==> src/rtl/irq_acc_pkg.sv <==
package irq_acc_pkg;
  localparam int ID_W = 5;
  localparam int REG_BYTES = 3;
  localparam int FULL_W = 8 * REG_BYTES;
  localparam logic [2:0] A_EN0  = 3'd0;
  localparam logic [2:0] A_EN1  = 3'd1;
  localparam logic [2:0] A_EN2  = 3'd2;
  localparam logic [2:0] A_LAT0 = 3'd3;
  localparam logic [2:0] A_LAT1 = 3'd4;
  localparam logic [2:0] A_LAT2 = 3'd5;

  typedef enum logic [2:0] {
    ST_CLR  = 3'd0,
    ST_PSW  = 3'd1,
    ST_PCH  = 3'd2,
    ST_PCL  = 3'd3,
    ST_SP   = 3'd4,
    ST_VEC  = 3'd5,
    ST_W0   = 3'd6,
    ST_LAST = 3'd7
  } seq_step_e;
endpackage

==> src/rtl/irq_latch_bank.sv <==
module irq_latch_bank #(
  parameter int NUM_MASK = 18
) (
  input  logic                clk,
  input  logic                rst_n,
  input  logic [NUM_MASK-1:0] req,
  input  logic                nmi_req,
  input  logic [NUM_MASK-1:0] sw_clr,
  input  logic [NUM_MASK-1:0] acc_clr,
  input  logic                nmi_acc_clr,
  output logic [NUM_MASK-1:0] lat,
  output logic                nmi_lat
);
  // A new request always wins over any clear in the same cycle.
  for (genvar i = 0; i < NUM_MASK; i++) begin : g_lat
    always_ff @(posedge clk) begin
      if (!rst_n) lat[i] <= 1'b0;
      else if (req[i]) lat[i] <= 1'b1;
      else if (sw_clr[i] || acc_clr[i]) lat[i] <= 1'b0;
    end
  end

  always_ff @(posedge clk) begin
    if (!rst_n) nmi_lat <= 1'b0;
    else if (nmi_req) nmi_lat <= 1'b1;
    else if (nmi_acc_clr) nmi_lat <= 1'b0;
  end
endmodule

==> src/rtl/irq_prio_pick.sv <==
module irq_prio_pick
  import irq_acc_pkg::*;
#(
  parameter int NUM_MASK = 18,
  parameter int FIRST    = 4,
  parameter int NMI_ID   = 2
) (
  input  logic [NUM_MASK-1:0] lat,
  input  logic [NUM_MASK-1:0] en,
  input  logic                master,
  input  logic                nmi_lat,
  output logic                any,
  output logic [ID_W-1:0]     win_id
);
  logic [NUM_MASK-1:0] elig;
  assign elig = lat & en & {NUM_MASK{master}};

  always_comb begin
    win_id = '0;
    for (int i = NUM_MASK - 1; i >= 0; i--) begin
      if (elig[i]) win_id = ID_W'(FIRST + i);
    end
    if (nmi_lat) win_id = ID_W'(NMI_ID);
    any = nmi_lat || (|elig);
  end
endmodule

==> src/rtl/irq_regfile.sv <==
module irq_regfile
  import irq_acc_pkg::*;
#(
  parameter int NUM_MASK = 18,
  parameter int FIRST    = 4,
  parameter int NMI_ID   = 2
) (
  input  logic                clk,
  input  logic                rst_n,
  input  logic                we,
  input  logic [2:0]          addr,
  input  logic [7:0]          wdata,
  input  logic [NUM_MASK-1:0] lat,
  input  logic                nmi_lat,
  input  logic                seq_start,
  input  logic                ret_any,
  input  logic                ret_me,
  output logic [NUM_MASK-1:0] en,
  output logic                master,
  output logic [NUM_MASK-1:0] lat_wclr,
  output logic [7:0]          rdata
);
  // FIRST + NUM_MASK must not exceed FULL_W.
  logic [FULL_W-1:0] en_full;
  logic [FULL_W-1:0] lat_full;

  for (genvar i = 0; i < NUM_MASK; i++) begin : g_flag
    localparam int POS = FIRST + i;
    localparam int BITP = POS % 8;
    localparam logic [2:0] EA = 3'(POS / 8);
    localparam logic [2:0] LA = 3'(3 + POS / 8);

    always_ff @(posedge clk) begin
      if (!rst_n) en[i] <= 1'b0;
      else if (we && addr == EA) en[i] <= wdata[BITP];
    end

    assign lat_wclr[i] = we && (addr == LA) && !wdata[BITP];
  end

  // Start of acceptance beats a return, and a return beats a software write.
  always_ff @(posedge clk) begin
    if (!rst_n) master <= 1'b0;
    else if (seq_start) master <= 1'b0;
    else if (ret_any) master <= ret_me;
    else if (we && addr == A_EN0) master <= wdata[0];
  end

  always_comb begin
    en_full = '0;
    lat_full = '0;
    en_full[0] = master;
    lat_full[NMI_ID] = nmi_lat;
    for (int i = 0; i < NUM_MASK; i++) begin
      en_full[FIRST + i] = en[i];
      lat_full[FIRST + i] = lat[i];
    end
  end

  always_comb begin
    case (addr)
      A_EN0:  rdata = en_full[7:0];
      A_EN1:  rdata = en_full[15:8];
      A_EN2:  rdata = en_full[23:16];
      A_LAT0: rdata = lat_full[7:0];
      A_LAT1: rdata = lat_full[15:8];
      A_LAT2: rdata = lat_full[23:16];
      default: rdata = 8'h00;
    endcase
  end
endmodule

==> src/rtl/irq_accept_seq.sv <==
module irq_accept_seq
  import irq_acc_pkg::*;
#(
  parameter logic [15:0] VEC_BASE = 16'hFFFE
) (
  input  logic            clk,
  input  logic            rst_n,
  input  logic            start,
  input  logic [ID_W-1:0] win_id,
  input  logic [15:0]     pc_cur,
  input  logic [15:0]     sp_cur,
  input  logic [6:0]      status_rest,
  input  logic            master_now,
  output logic            busy,
  output logic            clr_pulse,
  output logic [ID_W-1:0] acc_src,
  output logic            stk_we,
  output logic [15:0]     stk_addr,
  output logic [7:0]      stk_data,
  output logic            sp_load,
  output logic [15:0]     sp_next,
  output logic            vec_valid,
  output logic [15:0]     vec_addr,
  output logic            acc_done
);
  seq_step_e  step_q;
  logic [15:0] pc_q, sp_q;
  logic [7:0]  psw_q;

  always_ff @(posedge clk) begin
    if (!rst_n) begin
      busy    <= 1'b0;
      step_q  <= ST_CLR;
      acc_src <= '0;
      pc_q    <= '0;
      sp_q    <= '0;
      psw_q   <= '0;
    end else if (start) begin
      busy    <= 1'b1;
      step_q  <= ST_CLR;
      acc_src <= win_id;
      pc_q    <= pc_cur;
      sp_q    <= sp_cur;
      psw_q   <= {status_rest, master_now};
    end else if (busy) begin
      if (step_q == ST_LAST) busy <= 1'b0;
      step_q <= seq_step_e'(step_q + 3'd1);
    end
  end

  always_comb begin
    stk_we    = 1'b0;
    stk_addr  = sp_q;
    stk_data  = psw_q;
    sp_load   = 1'b0;
    vec_valid = 1'b0;
    acc_done  = 1'b0;
    clr_pulse = 1'b0;
    if (busy) begin
      case (step_q)
        ST_CLR: clr_pulse = 1'b1;
        ST_PSW: begin
          stk_we   = 1'b1;
          stk_addr = sp_q;
          stk_data = psw_q;
        end
        ST_PCH: begin
          stk_we   = 1'b1;
          stk_addr = sp_q - 16'd1;
          stk_data = pc_q[15:8];
        end
        ST_PCL: begin
          stk_we   = 1'b1;
          stk_addr = sp_q - 16'd2;
          stk_data = pc_q[7:0];
        end
        ST_SP:   sp_load = 1'b1;
        ST_VEC:  vec_valid = 1'b1;
        ST_LAST: acc_done = 1'b1;
        default: ;
      endcase
    end
  end

  assign sp_next  = sp_q - 16'd3;
  assign vec_addr = VEC_BASE - (16'(acc_src) << 1);
endmodule

==> src/rtl/irq_accept_ctrl.sv <==
module irq_accept_ctrl
  import irq_acc_pkg::*;
#(
  parameter int          NUM_MASK = 18,
  parameter int          FIRST    = 4,
  parameter int          NMI_ID   = 2,
  parameter logic [15:0] VEC_BASE = 16'hFFFE
) (
  input  logic                clk,
  input  logic                rst_n,
  input  logic [NUM_MASK-1:0] src_req,
  input  logic                nmi_req,
  input  logic                reg_we,
  input  logic [2:0]          reg_addr,
  input  logic [7:0]          reg_wdata,
  output logic [7:0]          reg_rdata,
  input  logic                insn_end,
  input  logic [15:0]         pc_cur,
  input  logic [15:0]         sp_cur,
  input  logic [6:0]          status_rest,
  input  logic                ret_mask,
  input  logic                ret_nmi,
  input  logic                ret_saved_me,
  output logic                int_pending,
  output logic                seq_busy,
  output logic                stk_we,
  output logic [15:0]         stk_addr,
  output logic [7:0]          stk_data,
  output logic                sp_load,
  output logic [15:0]         sp_next,
  output logic                vec_valid,
  output logic [15:0]         vec_addr,
  output logic [ID_W-1:0]     acc_src,
  output logic                acc_done
);
  logic [NUM_MASK-1:0] lat, en, lat_wclr, acc_clr;
  logic                nmi_lat, master_q, any, start, clr_pulse, nmi_acc_clr;
  logic [ID_W-1:0]     win_id;

  assign start = insn_end && !seq_busy && any;
  assign int_pending = any;

  irq_regfile #(.NUM_MASK(NUM_MASK), .FIRST(FIRST), .NMI_ID(NMI_ID)) u_regs (
    .clk(clk), .rst_n(rst_n), .we(reg_we), .addr(reg_addr), .wdata(reg_wdata),
    .lat(lat), .nmi_lat(nmi_lat), .seq_start(start),
    .ret_any(ret_mask || ret_nmi), .ret_me(ret_saved_me),
    .en(en), .master(master_q), .lat_wclr(lat_wclr), .rdata(reg_rdata)
  );

  irq_latch_bank #(.NUM_MASK(NUM_MASK)) u_lat (
    .clk(clk), .rst_n(rst_n), .req(src_req), .nmi_req(nmi_req),
    .sw_clr(lat_wclr), .acc_clr(acc_clr), .nmi_acc_clr(nmi_acc_clr),
    .lat(lat), .nmi_lat(nmi_lat)
  );

  irq_prio_pick #(.NUM_MASK(NUM_MASK), .FIRST(FIRST), .NMI_ID(NMI_ID)) u_pick (
    .lat(lat), .en(en), .master(master_q), .nmi_lat(nmi_lat),
    .any(any), .win_id(win_id)
  );

  irq_accept_seq #(.VEC_BASE(VEC_BASE)) u_seq (
    .clk(clk), .rst_n(rst_n), .start(start), .win_id(win_id),
    .pc_cur(pc_cur), .sp_cur(sp_cur), .status_rest(status_rest),
    .master_now(master_q), .busy(seq_busy), .clr_pulse(clr_pulse),
    .acc_src(acc_src), .stk_we(stk_we), .stk_addr(stk_addr),
    .stk_data(stk_data), .sp_load(sp_load), .sp_next(sp_next),
    .vec_valid(vec_valid), .vec_addr(vec_addr), .acc_done(acc_done)
  );

  for (genvar i = 0; i < NUM_MASK; i++) begin : g_acc_clr
    assign acc_clr[i] = clr_pulse && (acc_src == ID_W'(FIRST + i));
  end
  assign nmi_acc_clr = clr_pulse && (acc_src == ID_W'(NMI_ID));
endmodule

==> config.mk <==
export PLATFORM = sky130hd
export DESIGN_NAME = irq_accept_ctrl
export DESIGN_NICKNAME = d
export VERILOG_FILES = /design/src/rtl/irq_acc_pkg.sv /design/src/rtl/irq_latch_bank.sv /design/src/rtl/irq_prio_pick.sv /design/src/rtl/irq_regfile.sv /design/src/rtl/irq_accept_seq.sv /design/src/rtl/irq_accept_ctrl.sv
export SDC_FILE = /design/constraint.sdc
export NUM_CORES = 1
export LEC_CHECK = 0
export BUFFER_PORTS_ARGS = -buffer_cell sky130_fd_sc_hd__buf_2
export CAP_MARGIN = 25
export CORE_MARGIN = 1.5
export CORE_UTILIZATION = 45
export DETAILED_ROUTE_END_ITERATION = 7
export GPL_ROUTABILITY_DRIVEN = 0
export PLACE_DENSITY = 0.71
export SETUP_SLACK_MARGIN = 0.2
export SLEW_MARGIN = 0
export SYNTH_ARGS = -nofsm -noshare
export SYNTH_HDL_FRONTEND = slang
export SYNTH_SLANG_ARGS = --single-unit
==> constraint.sdc <==
create_clock -name clk -period 5.4 [get_ports clk]
set_input_delay 0.81 -clock clk [delete_from_list [all_inputs] [get_ports clk]]
set_output_delay 0.81 -clock clk [all_outputs]
set_load 0.02 [all_outputs]
==> results.json <==
{
  "min_path_cells": 2,
  "wire_per_inst_um": 16.97,
  "ys_warn_count": 0,
  "fmax_ghz": 0.2714,
  "syn_inst": 685,
  "critical_path.cell_chain": "ha_1 > nor2b_1 > a21oi_1 > nor4_1 > nand2_1 > o31ai_1 > buf_2",
  "fin_skew_ns": 0.008736,
  "clk_path_buf_depth": 2,
  "fin_crit_sh_pct": 68.22,
  "grt_start_max_net_pins": 67,
  "switchingPower_uw": 494.8,
  "path_class": "reg2out",
  "p_leak_uw": 0.002487,
  "final_net_count": 880,
  "powerDensity_nw_per_um2": 271.7,
  "critPathCaptureType": "output port",
  "arrival_ns": 2.87,
  "maxSlewHeadroom_pct": 35.14,
  "die_w_um": 110.3,
  "hold_violations": 0,
  "synth_cell_type_count": 64,
  "grt_setup_unrepaired": "false",
  "hp-class": "reg2reg",
  "reg2reg_depth": 6,
  "fp.dieH_um": 110.3,
  "grt_pass1_wl_um": 24450,
  "dp_hpwl_um": 11740,
  "cts_resized": 0,
  "cp_slowest_cell": "ha_1",
  "worstSkewPairLatency_ns": 0.33,
  "overflow": 0,
  "grt_usage_pct": 26.04,
  "antenna_found_initial": 0,
  "p_seq_share_pct": 43.1,
  "cts_root_buf": "clkbuf_16",
  "antenna_cells": 0,
  "dieArea_um2": 12170,
  "busiest_layer": "met2",
  "final_util_pct": 54.34,
  "cts.hold.buffers_added": 0,
  "dp_slack_ns": 2.153,
  "startpoint_type": "flop",
  "core_area_um2": 11320,
  "clkPwrFrac_pct": 35.8,
  "cts_tree": "built",
  "max_stage_delay_ns": 0.52,
  "p_int_uw": 1176,
  "ir_drop_uv": 161.9,
  "route.vias.total": 5512,
  "drt-total-wl_um": 15930,
  "synth_flop_cell": "dfxtp_1",
  "ys_seq_area_share_pct": 33.60,
  "cts_buffers": 9,
  "cap_violations": 0,
  "crit_required_ns": 4.59,
  "drt_iter0_drc": 573,
  "p_sw_share_pct": 29.61,
  "tns_ns": 0,
  "fin_hold_ws_ns": 0.4550,
  "met1_usage_pct": 36.47,
  "met3_usage_pct": 4.938,
  "start_util_pct": 45.79,
  "netlist_area_um2": 5184,
  "fin_ws_ns": 1.716,
  "synth_edf_count": 0,
  "io_pins": 151,
  "status": "finished clean",
  "syn_avg_cell_area_um2": 7.567,
  "drv_slew": 0,
  "rows": 39,
  "final_antenna_net_count": 0,
  "async_reset_ff_share_pct": 0,
  "p_comb_share_pct": 21.1,
  "dr.pass1.iters": 5,
  "grtUsageMet2_pct": 39.68,
  "drc": 0,
  "period_minus_slack_ns": 3.684,
  "area_delta_synth_final_pct": 18.68,
  "htree_levels": 3,
  "vias_per_cell": 5.870,
  "fillCellCount": 1118,
  "synth_seq_cells": 87,
  "grt_pass1_vias": 4899,
  "drive_gt1_share_pct": 21.11,
  "cp_max_fo": 14,
  "power_uw": 1671,
  "finalSetupViolCount": 0,
  "cts.sinks": 87,
  "max_slew.worst_pin.slew_ns": 0.9729,
  "cts.clk_slew.worst_paths_ns": 0.06,
  "post_cts_buffers": 0,
  "io_buffers": 139
}
final cells by class:
| cell class | instances | area (µm²) | share of cell area, % |
|---|---|---|---|
| Multi-Input combinational cell | 535 | 3137 | 50.99 |
| Tap cell | 143 | 178.9 | 2.908 |
| Timing Repair Buffer | 143 | 750.7 | 12.20 |
| Inverter | 17 | 63.81 | 1.037 |
| Clock inverter | 1 | 30.03 | 0.4881 |
| Sequential cell | 87 | 1742 | 28.31 |
| Clock buffer | 13 | 250.2 | 4.068 |
sequential cells by signal, indices dropped and copies added (netlist names):
name and cells:
u_regs.en 18, u_lat.lat 18, u_seq.acc_src 5, u_seq.step_q 3, u_seq.sp_q 16, u_regs.master 1
u_seq.pc_q 16, u_seq.busy 1, u_seq.psw_q 8, u_lat.nmi_lat 1
path summary, 6_finish.rpt:
| check | startpoint | end | slack [ns] |
|---|---|---|---|
| max | u_seq.step_q[1]$_SDFFE_PP0P_ | stk_addr[14] | 1.72 |
| min | u_seq.psw_q[4]$_SDFFE_PN0P_ | u_seq.psw_q[4]$_SDFFE_PN0P_ | 0.45 |
| max reg2reg | u_regs.en[12]$_SDFFE_PN0P_ | u_seq.sp_q[6]$_SDFFE_PN0P_ | 2.88 |
| min reg2reg | u_seq.psw_q[4]$_SDFFE_PN0P_ | u_seq.psw_q[4]$_SDFFE_PN0P_ | 0.45 |
cell families (layout without fill, tap and decap cells):
group / after synthesis / count (layout) / share of synthesized area [%]
AND/OR/NAND/NOR: 246 / 246 / 21.36
AO/OA/AOI/OAI: 229 / 229 / 28.36
flip-flops: 87 / 87 / 33.60
buffers and inverters: 72 / 174 / 6.903
multiplexers: 22 / 22 / 4.272
XOR/XNOR: 16 / 16 / 2.703
adder cells (fa/ha/maj): 11 / 11 / 2.655
other: 2 / 11 / 0.1449
power groups by stage:
| stage | logic, µW | registers (µW) | clock network, µW |
|---|---|---|---|
| 2_1_floorplan | 260 | 709 | 0 |
| 3_3_place_gp | 339 | 730 | 0 |
| 3_5_place_dp | 348 | 732 | 0 |
| 4_1_cts | 349 | 718 | 609 |
| 5_1_grt | 390 | 724 | 633 |
| 6_report | 352 | 721 | 599 |
synthesized netlist by cell type (all sizes together) (9+ instances only):
cell    instances  area [µm²]
ha             11       137.6
nor3           17       85.08
dfxtp          87        1742
nor2b           9       56.30
xor2            9       78.83
o21ai          34       170.2
nand2         122       457.9
inv            17       63.81
nand3          12       60.06
buf            23       163.9
mux2i          21       210.2
a22oi          19       142.6
nor2           48       180.2
clkbuf         32       130.1
o21a           19       142.6
a21oi         101       505.5
a22o           11       96.34
cell usage in the layout (no fill, tap or decap), drive strengths merged, types with 3 or more instances in the layout:
cell type	count
xnor2	7
a22oi	19
o32ai	3
a31oi	5
ha	11
o22ai	3
or4	3
inv	17
mux2i	21
nor4	7
nor3b	4
conb	11
nor2	48
xor2	9
a22o	11
nand3	12
nand2b	7
o21a	19
buf	143
and3	3
nor2b	9
nor3	17
a211oi	4
o41ai	3
dfxtp	87
clkbuf	13
a21oi	101
nand2	122
o21ai	34
and2	7
o31ai	5
worst max-delay path: cells and delay by family, from the launching register on:
family,cells,cell delay (ns)
AND/OR/NAND/NOR,3,1.03
flip-flops,1,0.44
buffers and inverters,1,0.20
adder cells (fa/ha/maj),1,0.52
AO/OA/AOI/OAI,2,0.35
through the flow:
| stage | std cells | instance area, µm² |
|---|---|---|
| detailed placement | 924 | 5852 |
| global placement | 922 | 5824 |
| floorplan | 694 | 5218 |
| global route | 939 | 6152 |
| finish | 939 | 6152 |
| CTS | 938 | 6132 |
metal layers:
metal	up-vias	share of wire, %
met2	274	45
li1	2629	-
met1	2572	44
met3	37	8.6
met4	0	2.2
met5	-	0
Note: power is estimated with default switching activity, not from simulation.
